==> src/rtl/adc_sp_pkg.sv <==
package adc_sp_pkg;

  typedef enum logic [1:0] {
    SEL_CTRL    = 2'b00,
    SEL_SEQ     = 2'b01,
    SEL_RANGE_A = 2'b10,
    SEL_RANGE_B = 2'b11
  } reg_sel_e;

  typedef struct packed {
    logic     wr;
    reg_sel_e sel;
  } cmd_t;

endpackage

==> src/rtl/sp_edge_det.sv <==
module sp_edge_det #(
  parameter logic IDLE_VAL = 1'b1
) (
  input  logic clk,
  input  logic rst_n,
  input  logic sig,
  output logic rise,
  output logic fall
);
  logic prev_q;

  always_ff @(posedge clk or negedge rst_n) begin
    if (!rst_n) prev_q <= IDLE_VAL;
    else        prev_q <= sig;
  end

  assign rise = sig & ~prev_q;
  assign fall = ~sig & prev_q;
endmodule

==> src/rtl/sp_frame_ctrl.sv <==
module sp_frame_ctrl #(
  parameter int FRAME_LEN  = 16,
  parameter int TRACK_RISE = 14,
  parameter int CNT_W      = 5
) (
  input  logic             clk,
  input  logic             rst_n,
  input  logic             ev_cs_fall,
  input  logic             ev_cs_rise,
  input  logic             sclk_fall,
  input  logic             sclk_rise,
  output logic             ev_data_fall,
  output logic             ev_frame_done,
  output logic [CNT_W-1:0] fall_idx,
  output logic             hold,
  output logic             dout_oe
);
  logic             active_q;
  logic [CNT_W-1:0] fall_cnt_q;
  logic [CNT_W-1:0] rise_cnt_q;
  logic             hold_q;
  logic             oe_q;
  logic             ev_data_rise;
  logic             ev_track;
  logic             last_fall;

  function automatic logic [CNT_W-1:0] step(input logic [CNT_W-1:0] c);
    return c + CNT_W'(1);
  endfunction

  assign ev_data_fall  = sclk_fall & active_q & ~ev_cs_rise & ~ev_cs_fall;
  assign ev_data_rise  = sclk_rise & active_q & ~ev_cs_rise & ~ev_cs_fall;
  assign fall_idx      = step(fall_cnt_q);
  assign last_fall     = (fall_idx == CNT_W'(FRAME_LEN));
  assign ev_frame_done = ev_data_fall & last_fall;
  assign ev_track      = ev_data_rise & (step(rise_cnt_q) == CNT_W'(TRACK_RISE));

  always_ff @(posedge clk or negedge rst_n) begin
    if (!rst_n) begin
      active_q   <= 1'b0;
      fall_cnt_q <= '0;
      rise_cnt_q <= '0;
      hold_q     <= 1'b0;
      oe_q       <= 1'b0;
    end else if (ev_cs_fall) begin
      active_q   <= 1'b1;
      fall_cnt_q <= '0;
      rise_cnt_q <= '0;
      hold_q     <= 1'b1;
      oe_q       <= 1'b1;
    end else if (ev_cs_rise) begin
      active_q <= 1'b0;
      hold_q   <= 1'b0;
      oe_q     <= 1'b0;
    end else begin
      if (ev_data_fall) begin
        fall_cnt_q <= fall_idx;
        if (last_fall) begin
          active_q <= 1'b0;
          oe_q     <= 1'b0;
        end
      end
      if (ev_data_rise) begin
        rise_cnt_q <= step(rise_cnt_q);
        if (ev_track) hold_q <= 1'b0;
      end
    end
  end

  assign hold    = hold_q;
  assign dout_oe = oe_q;

  AST_FRAME_START: assert property (@(posedge clk) disable iff (!rst_n)
    ev_cs_fall |=> (hold_q && oe_q));
  AST_END_RELEASE: assert property (@(posedge clk) disable iff (!rst_n)
    ev_frame_done |=> !oe_q);
  AST_HOLD_SOURCE: assert property (@(posedge clk) disable iff (!rst_n)
    $fell(hold_q) |-> $past(ev_track || ev_cs_rise));
  AST_ABORT_RELEASE: assert property (@(posedge clk) disable iff (!rst_n)
    ev_cs_rise |=> (!oe_q && !hold_q));
  AST_NO_LATE_EDGE: assert property (@(posedge clk) disable iff (!rst_n)
    (!active_q && !ev_cs_fall) |=> ($stable(fall_cnt_q) && !oe_q));
endmodule

==> src/rtl/sp_reg_file.sv <==
module sp_reg_file
  import adc_sp_pkg::*;
#(
  parameter int CTRL_W = 12,
  parameter int AUX_W  = 8,
  parameter int CNT_W  = 5
) (
  input  logic              clk,
  input  logic              rst_n,
  input  logic              ev_cs_fall,
  input  logic              ev_data_fall,
  input  logic [CNT_W-1:0]  fall_idx,
  input  logic              din,
  output logic [CTRL_W-1:0] ctrl_reg,
  output logic [AUX_W-1:0]  seq_reg,
  output logic [AUX_W-1:0]  range_a_reg,
  output logic [AUX_W-1:0]  range_b_reg
);
  localparam int ADDR_BITS   = $bits(cmd_t);
  localparam int CTRL_COMMIT = ADDR_BITS + CTRL_W;
  localparam int AUX_COMMIT  = ADDR_BITS + AUX_W;

  logic [ADDR_BITS-1:0] addr_q;
  logic [CTRL_W-2:0]    data_sh_q;
  logic [CTRL_W-1:0]    data_nxt;
  cmd_t                 cmd;
  logic                 in_addr;
  logic                 ev_commit_ctrl;
  logic                 ev_commit_aux;
  logic [CTRL_W-1:0]    ctrl_q;
  logic [AUX_W-1:0]     aux_q [3];

  function automatic logic at_edge(input logic [CNT_W-1:0] idx, input int n);
    return idx == CNT_W'(n);
  endfunction

  assign cmd      = cmd_t'(addr_q);
  assign in_addr  = (fall_idx <= CNT_W'(ADDR_BITS));
  assign data_nxt = {data_sh_q, din};

  assign ev_commit_ctrl = ev_data_fall & at_edge(fall_idx, CTRL_COMMIT) &
                          cmd.wr & (cmd.sel == SEL_CTRL);
  assign ev_commit_aux  = ev_data_fall & at_edge(fall_idx, AUX_COMMIT) &
                          cmd.wr & (cmd.sel != SEL_CTRL);

  always_ff @(posedge clk or negedge rst_n) begin
    if (!rst_n) begin
      addr_q    <= '0;
      data_sh_q <= '0;
    end else if (ev_cs_fall) begin
      addr_q    <= '0;
      data_sh_q <= '0;
    end else if (ev_data_fall) begin
      if (in_addr) addr_q    <= {addr_q[ADDR_BITS-2:0], din};
      else         data_sh_q <= data_nxt[CTRL_W-2:0];
    end
  end

  always_ff @(posedge clk or negedge rst_n) begin
    if (!rst_n)              ctrl_q <= '0;
    else if (ev_commit_ctrl) ctrl_q <= data_nxt;
  end

  for (genvar g = 0; g < 3; g++) begin : g_aux
    localparam reg_sel_e MY_SEL = reg_sel_e'(g + 1);
    always_ff @(posedge clk or negedge rst_n) begin
      if (!rst_n)                                 aux_q[g] <= '0;
      else if (ev_commit_aux && cmd.sel == MY_SEL) aux_q[g] <= data_nxt[AUX_W-1:0];
    end
  end

  assign ctrl_reg    = ctrl_q;
  assign seq_reg     = aux_q[0];
  assign range_a_reg = aux_q[1];
  assign range_b_reg = aux_q[2];

  AST_ONE_COMMIT: assert property (@(posedge clk) disable iff (!rst_n)
    $onehot0({ev_commit_ctrl, ev_commit_aux}));
  AST_CTRL_KEEP: assert property (@(posedge clk) disable iff (!rst_n)
    !ev_commit_ctrl |=> $stable(ctrl_q));
  AST_AUX_KEEP: assert property (@(posedge clk) disable iff (!rst_n)
    !ev_commit_aux |=> ($stable(aux_q[0]) && $stable(aux_q[1]) && $stable(aux_q[2])));
endmodule

==> src/rtl/sp_tx_path.sv <==
module sp_tx_path #(
  parameter int ID_W      = 3,
  parameter int RES_W     = 12,
  parameter int FRAME_LEN = 16,
  parameter int CNT_W     = 5
) (
  input  logic             clk,
  input  logic             rst_n,
  input  logic             ev_cs_fall,
  input  logic             ev_data_fall,
  input  logic             ev_frame_done,
  input  logic [CNT_W-1:0] fall_idx,
  input  logic [RES_W:0]   sample_value,
  output logic             dout_bit,
  output logic [ID_W-1:0]  chan
);
  localparam int IDX_W = $clog2(FRAME_LEN);

  logic [FRAME_LEN-1:0] word_q;
  logic [FRAME_LEN-1:0] fresh;
  logic                 dout_q;
  logic [ID_W-1:0]      chan_q;

  function automatic logic [FRAME_LEN-1:0] pack_frame(input logic [ID_W-1:0] c,
                                                      input logic [RES_W:0] s);
    return {c, s};
  endfunction

  function automatic logic pick_bit(input logic [FRAME_LEN-1:0] w,
                                    input logic [CNT_W-1:0] idx);
    logic [IDX_W-1:0] pos;
    pos = IDX_W'(FRAME_LEN - 1) - IDX_W'(idx);
    return w[pos];
  endfunction

  function automatic logic [ID_W-1:0] next_chan(input logic [ID_W-1:0] c);
    return c + ID_W'(1);
  endfunction

  assign fresh = pack_frame(chan_q, sample_value);

  always_ff @(posedge clk or negedge rst_n) begin
    if (!rst_n) begin
      word_q <= '0;
      dout_q <= 1'b0;
      chan_q <= '0;
    end else begin
      if (ev_cs_fall) begin
        word_q <= fresh;
        dout_q <= fresh[FRAME_LEN-1];
      end else if (ev_data_fall && fall_idx < CNT_W'(FRAME_LEN)) begin
        dout_q <= pick_bit(word_q, fall_idx);
      end
      if (ev_frame_done) chan_q <= next_chan(chan_q);
    end
  end

  assign dout_bit = dout_q;
  assign chan     = chan_q;

  AST_FIRST_TAG_BIT: assert property (@(posedge clk) disable iff (!rst_n)
    ev_cs_fall |=> (dout_q == $past(chan_q[ID_W-1])));
  AST_CHAN_STEP: assert property (@(posedge clk) disable iff (!rst_n)
    ev_frame_done |=> (chan_q == next_chan($past(chan_q))));
  AST_CHAN_STILL: assert property (@(posedge clk) disable iff (!rst_n)
    !ev_frame_done |=> $stable(chan_q));
endmodule

==> src/rtl/adc_serial_port.sv <==
module adc_serial_port #(
  parameter int ID_W       = 3,
  parameter int RES_W      = 12,
  parameter int CTRL_W     = 12,
  parameter int AUX_W      = 8,
  parameter int TRACK_RISE = 14
) (
  input  logic              clk,
  input  logic              rst_n,
  input  logic              cs_n,
  input  logic              sclk,
  input  logic              din,
  input  logic [RES_W:0]    sample_value,
  output logic              dout,
  output logic              dout_oe,
  output logic              hold,
  output logic [CTRL_W-1:0] ctrl_reg,
  output logic [AUX_W-1:0]  seq_reg,
  output logic [AUX_W-1:0]  range_a_reg,
  output logic [AUX_W-1:0]  range_b_reg,
  output logic [ID_W-1:0]   cur_chan
);
  localparam int FRAME_LEN = ID_W + 1 + RES_W;
  localparam int CNT_W     = $clog2(FRAME_LEN + 1);

  logic             ev_cs_fall, ev_cs_rise;
  logic             sclk_fall, sclk_rise;
  logic             ev_data_fall, ev_frame_done;
  logic [CNT_W-1:0] fall_idx;
  logic             dout_bit;

  sp_edge_det #(.IDLE_VAL(1'b1)) u_cs_edge (
    .clk(clk), .rst_n(rst_n), .sig(cs_n), .rise(ev_cs_rise), .fall(ev_cs_fall));

  sp_edge_det #(.IDLE_VAL(1'b1)) u_sclk_edge (
    .clk(clk), .rst_n(rst_n), .sig(sclk), .rise(sclk_rise), .fall(sclk_fall));

  sp_frame_ctrl #(.FRAME_LEN(FRAME_LEN), .TRACK_RISE(TRACK_RISE), .CNT_W(CNT_W)) u_ctrl (
    .clk(clk), .rst_n(rst_n), .ev_cs_fall(ev_cs_fall), .ev_cs_rise(ev_cs_rise),
    .sclk_fall(sclk_fall), .sclk_rise(sclk_rise), .ev_data_fall(ev_data_fall),
    .ev_frame_done(ev_frame_done), .fall_idx(fall_idx), .hold(hold), .dout_oe(dout_oe));

  sp_reg_file #(.CTRL_W(CTRL_W), .AUX_W(AUX_W), .CNT_W(CNT_W)) u_regs (
    .clk(clk), .rst_n(rst_n), .ev_cs_fall(ev_cs_fall), .ev_data_fall(ev_data_fall),
    .fall_idx(fall_idx), .din(din), .ctrl_reg(ctrl_reg), .seq_reg(seq_reg),
    .range_a_reg(range_a_reg), .range_b_reg(range_b_reg));

  sp_tx_path #(.ID_W(ID_W), .RES_W(RES_W), .FRAME_LEN(FRAME_LEN), .CNT_W(CNT_W)) u_tx (
    .clk(clk), .rst_n(rst_n), .ev_cs_fall(ev_cs_fall), .ev_data_fall(ev_data_fall),
    .ev_frame_done(ev_frame_done), .fall_idx(fall_idx), .sample_value(sample_value),
    .dout_bit(dout_bit), .chan(cur_chan));

  assign dout = dout_bit & dout_oe;

  AST_QUIET_LINE: assert property (@(posedge clk) disable iff (!rst_n)
    !dout_oe |-> !dout);
endmodule

==> config.mk <==
export PLATFORM = sky130hd
export DESIGN_NAME = adc_serial_port
export DESIGN_NICKNAME = d
export VERILOG_FILES = /design/src/rtl/adc_sp_pkg.sv /design/src/rtl/sp_edge_det.sv /design/src/rtl/sp_frame_ctrl.sv /design/src/rtl/sp_reg_file.sv /design/src/rtl/sp_tx_path.sv /design/src/rtl/adc_serial_port.sv
export SDC_FILE = /design/constraint.sdc
export NUM_CORES = 1
export LEC_CHECK = 0
export BUFFER_PORTS_ARGS = -buffer_cell sky130_fd_sc_hd__buf_2
export CELL_PAD_IN_SITES_DETAIL_PLACEMENT = 1
export CELL_PAD_IN_SITES_GLOBAL_PLACEMENT = 1
export CORE_MARGIN = 5
export CORE_UTILIZATION = 41
export CTS_CLUSTER_SIZE = 16
export DETAILED_ROUTE_END_ITERATION = 10
export GPL_TIMING_DRIVEN = 0
export HOLD_SLACK_MARGIN = 0.1
export PLACE_DENSITY = 0.83
export SETUP_SLACK_MARGIN = 0.1
export SLEW_MARGIN = 20
export SYNTH_ARGS = -nofsm -noshare
export SYNTH_HDL_FRONTEND = slang
export SYNTH_SLANG_ARGS = --single-unit
==> constraint.sdc <==
create_clock -name clk -period 2.13 [get_ports clk]
set_clock_uncertainty 0.1 [all_clocks]
set_input_delay 0 -clock clk [delete_from_list [all_inputs] [get_ports clk]]
set_output_delay 0 -clock clk [all_outputs]
set_load 0.1 [all_outputs]
==> summary.md <==
| Metric | Value |
|---|---|
| Worst Max-Slew Pin Slew | `0.5387 ns` |
| Via count | `2855` |
| RSZ-0062 raised after global routing | `true` |
| WL/cell | `23.75 µm` |
| DRT iter0 DRCs | `131` |
| Crit path launch type | `flop` |
| #FFs+latches synth | `84` |
| Row count | `35` |
| DP Wirelength | `6317 µm` |
| Max Cap Violations | `0` |
| Ys flop type | `dfrtp_1` |
| Mapped Avg Cell Area | `13.51 µm²` |
| Post-synth net total | `304` |
| DRT Pass-1 Iters | `5` |
| CTS Buf Count | `9` |
| WL final | `12300 µm` |
| Max transition margin | `63.71%` |
| Final std cells w/o fill | `518` |
| Crit-path max FO | `4` |
| Core ar. | `0.009109 mm²` |
| Congestion Overflow GR | `0` |
| VDD IR max | `357.2 µV` |
| Yosys warns | `0` |
| First-pass GRT wire length | `18060 µm` |
| Vias in the first global route | `3178` |
| Initial antenna violation count | `0` |
| Clock transition at the registers of the reported paths | `0.09 ns` |
| Mapped Cells | `279` |
| Largest register FFs | `16` |
| Clk_lat worst skew | `0.38 ns` |
| DP Cell Count | `450` |
| Leakage | `0.002654 µW` |
| Distinct cells, synth | `47` |
| Mapped cell area | `0.003769 mm²` |
| Arrival @ worst endpoint | `2.53 ns` |
| DP Worst Slack | `-0.4720 ns` |
| CP most frequent cell | `buf_4` |
| Final Max Tran Viols | `0` |
| RD Place Congestion | `0.7372` |
| IO buf count | `59` |
| Min Clock Period, post-route | `2.366 ns` |
| Final setup viols | `57` |
| IO Pins | `60` |
| CTS Sinks | `84` |
| P&R area growth vs syn | `40.44%` |
| Setup WS post-layout | `-0.2362 ns` |
| Die area | `0.01121 mm²` |
| Critical path buffers and inverters | `4` |
| EDFF count, synth | `0` |
| Register area share after synthesis | `55.84%` |
| Hold WC Path Type | `in -> reg` |
| PD cells | `636.9 mW/mm²` |
| Delay-heaviest family, CP | `simple AND/OR/NAND/NOR gates` |
| # diodes | `0` |
| Slowest stage delay, CP | `0.57 ns` |
| # nets final | `427` |
| Violated checks | `negative setup slack` |
| Antenna-violating nets left | `0` |
| Post-synth ARST share | `100.0%` |
| Fill cells | `929` |
| DRC | `0` |
| Critical Path RT | `2.30 ns` |
| Critical Path, Cell by Cell | `inv_2 > ha_4 > nor3b_4 > nand3b_4 > buf_4 > buf_12 > nor4b_4 > buf_4 > mux2_4` |
| Share of cells above drive strength 1 | `54.79%` |
| Setup TNS | `-8.595 ns` |
| Final worst-path cycle share | `111.1%` |
| Horiz. Die Dim | `105.9 µm` |
| Max Clk Rate | `422.6 MHz` |
| Status | `finished with violations` |
| Final Hold Viols | `0` |
| Pin count of the biggest net entering global routing | `48` |
| Via/cell ratio | `5.512` |
| Max clock buf depth | `2` |
| TritonCTS clock tree | `yes` |
| GRT Util Overall | `21.09%` |
| Die Height | `105.9 µm` |
| H-tree depth | `3` |
| Worst Hold Margin | `0.2173 ns` |
| Crit end category | `flop` |
| CP Class | `reg -> reg` |
| CP max-delay cell | `dfstp_2` |
| CTS Root Cell | `clkbuf_8` |
| Initial Util | `41.37%` |
==> metal layers <==
| metal | up-vias | wire length (µm) | part of all wire, % | track usage (%) |
|---|---|---|---|---|
| met1 | 1508 | 4997 | 41 | 24.96 |
| met4 | 0 | 446 | 3.6 | 9.528 |
| met2 | 70 | 6483 | 53 | 36.66 |
| met3 | 30 | 376 | 3.1 | 4.532 |
| met5 | - | 0 | 0 | 0 |
| li1 | 1247 | - | - | - |
==> cell families (layout without fill, tap and decap cells) <==
kind of cell | count (synthesis) | count (layout) | share of synthesized area, %
AOI/OAI and AO/OA | 44 | 44 | 8.499
xor gates and xnor gates | 7 | 7 | 1.627
adders and majority gates | 7 | 7 | 2.324
buffers and inverters | 18 | 146 | 2.357
DFF | 84 | 84 | 55.84
muxes | 61 | 61 | 19.56
and+or+nand+nor | 58 | 58 | 9.795
==> area by class of cell <==
class                           count  area [µm²]  area share (%)
Timing Repair Buffer              113       837.1           15.82
Sequential cell                    84        2111           39.88
Clock buffer                        9       123.9           2.340
Multi-Input combinational cell    177        1862           35.18
Tap cell                          111       138.9           2.624
Clock inverter                      7       80.08           1.513
Buffer                             11       115.1           2.175
Inverter                            6       25.02          0.4728
==> stage by stage <==
stage	utilization [%]	cell area [µm²]	total power, µW
4_1_cts	56.06	5106	3311
6_report	58.10	5293	3371
3_3_place_gp	47.13	4293	1989
3_5_place_dp	47.46	4323	2012
2_1_floorplan	-	3859	1901
5_1_grt	58.10	5293	3501
==> report_power, final <==
group          internal [µW]  switching (µW)
registers               1650            45.9
logic                    227             237
clock network            556             657
total                   2430             939
==> worst reg2reg max path, cell delays in order, from the launching register on <==
cell and delay, ns:
dfstp_2 0.57, inv_2 0.05, ha_4 0.17, nor3b_4 0.24, nand3b_4 0.13, buf_4 0.16
buf_12 0.12, nor4b_4 0.21, buf_4 0.19, mux2_4 0.31
==> path summary, 6_finish.rpt <==
check / from / end / slack (ns) / cells past startpoint
min: cs_n / u_cs_edge.prev_q / 0.22 / 2
min reg2reg: u_regs.ctrl_reg[7] / u_regs.ctrl_reg[7] / 0.41 / 1
min in group asynchronous: rst_n / u_tx.word_q[2] / 0.58 / 3
max: u_cs_edge.prev_q / u_tx.chan[1] / -0.24 / 9
max reg2reg: u_cs_edge.prev_q / u_tx.chan[1] / -0.24 / 9
max in group asynchronous: rst_n / u_sclk_edge.prev_q / 0.66 / 4
==> Yosys cell counts, types with 3 or more instances <==
library cell,count,share of area [%]
nand3b_1,3,0.60
nand2b_1,3,0.50
mux2_2,46,14
xor2_1,5,1.2
o21ai_0,19,2.5
mux2_4,3,1.2
nor2b_1,3,0.50
clkbuf_1,5,0.50
dfrtp_1,82,54
a21oi_1,3,0.40
mux2i_1,5,1.3
nor2_1,8,0.80
ha_1,7,2.3
inv_1,6,0.60
buf_2,5,0.66
mux4_2,4,2.4
a22o_1,11,2.6
nand2_1,19,1.9
nand3_1,6,0.80
mux2_1,3,0.90
==> cell usage in the layout, fill, tap and decap left out, types with 3 or more instances in the layout <==
cell / n
nand3_1: 4
nand2_2: 5
buf_6: 16
ha_1: 4
clkbuf_8: 10
mux2i_1: 4
buf_4: 20
dfrtp_1: 79
o21ai_1: 4
mux4_2: 4
nand2b_1: 3
inv_1: 4
nor2_1: 7
dlygate4sd3_1: 21
nand3b_1: 3
mux2_4: 8
buf_8: 3
a22o_1: 11
xor2_1: 4
buf_2: 59
o21ai_2: 4
o21ai_0: 11
inv_6: 3
mux2_2: 44
nand3b_4: 3
nand3_4: 3
nand2_1: 14
==> what timing repair did <==
action                     CTS  global route
hold endpoints to repair   107             0
gates resized for setup     52            39
pin swaps                   18            20
setup endpoints to repair   60            72
hold buffers                21             0
setup buffers               18            13
cloned                       3             0
No activity file was read; power rests on OpenSTA's default activity.
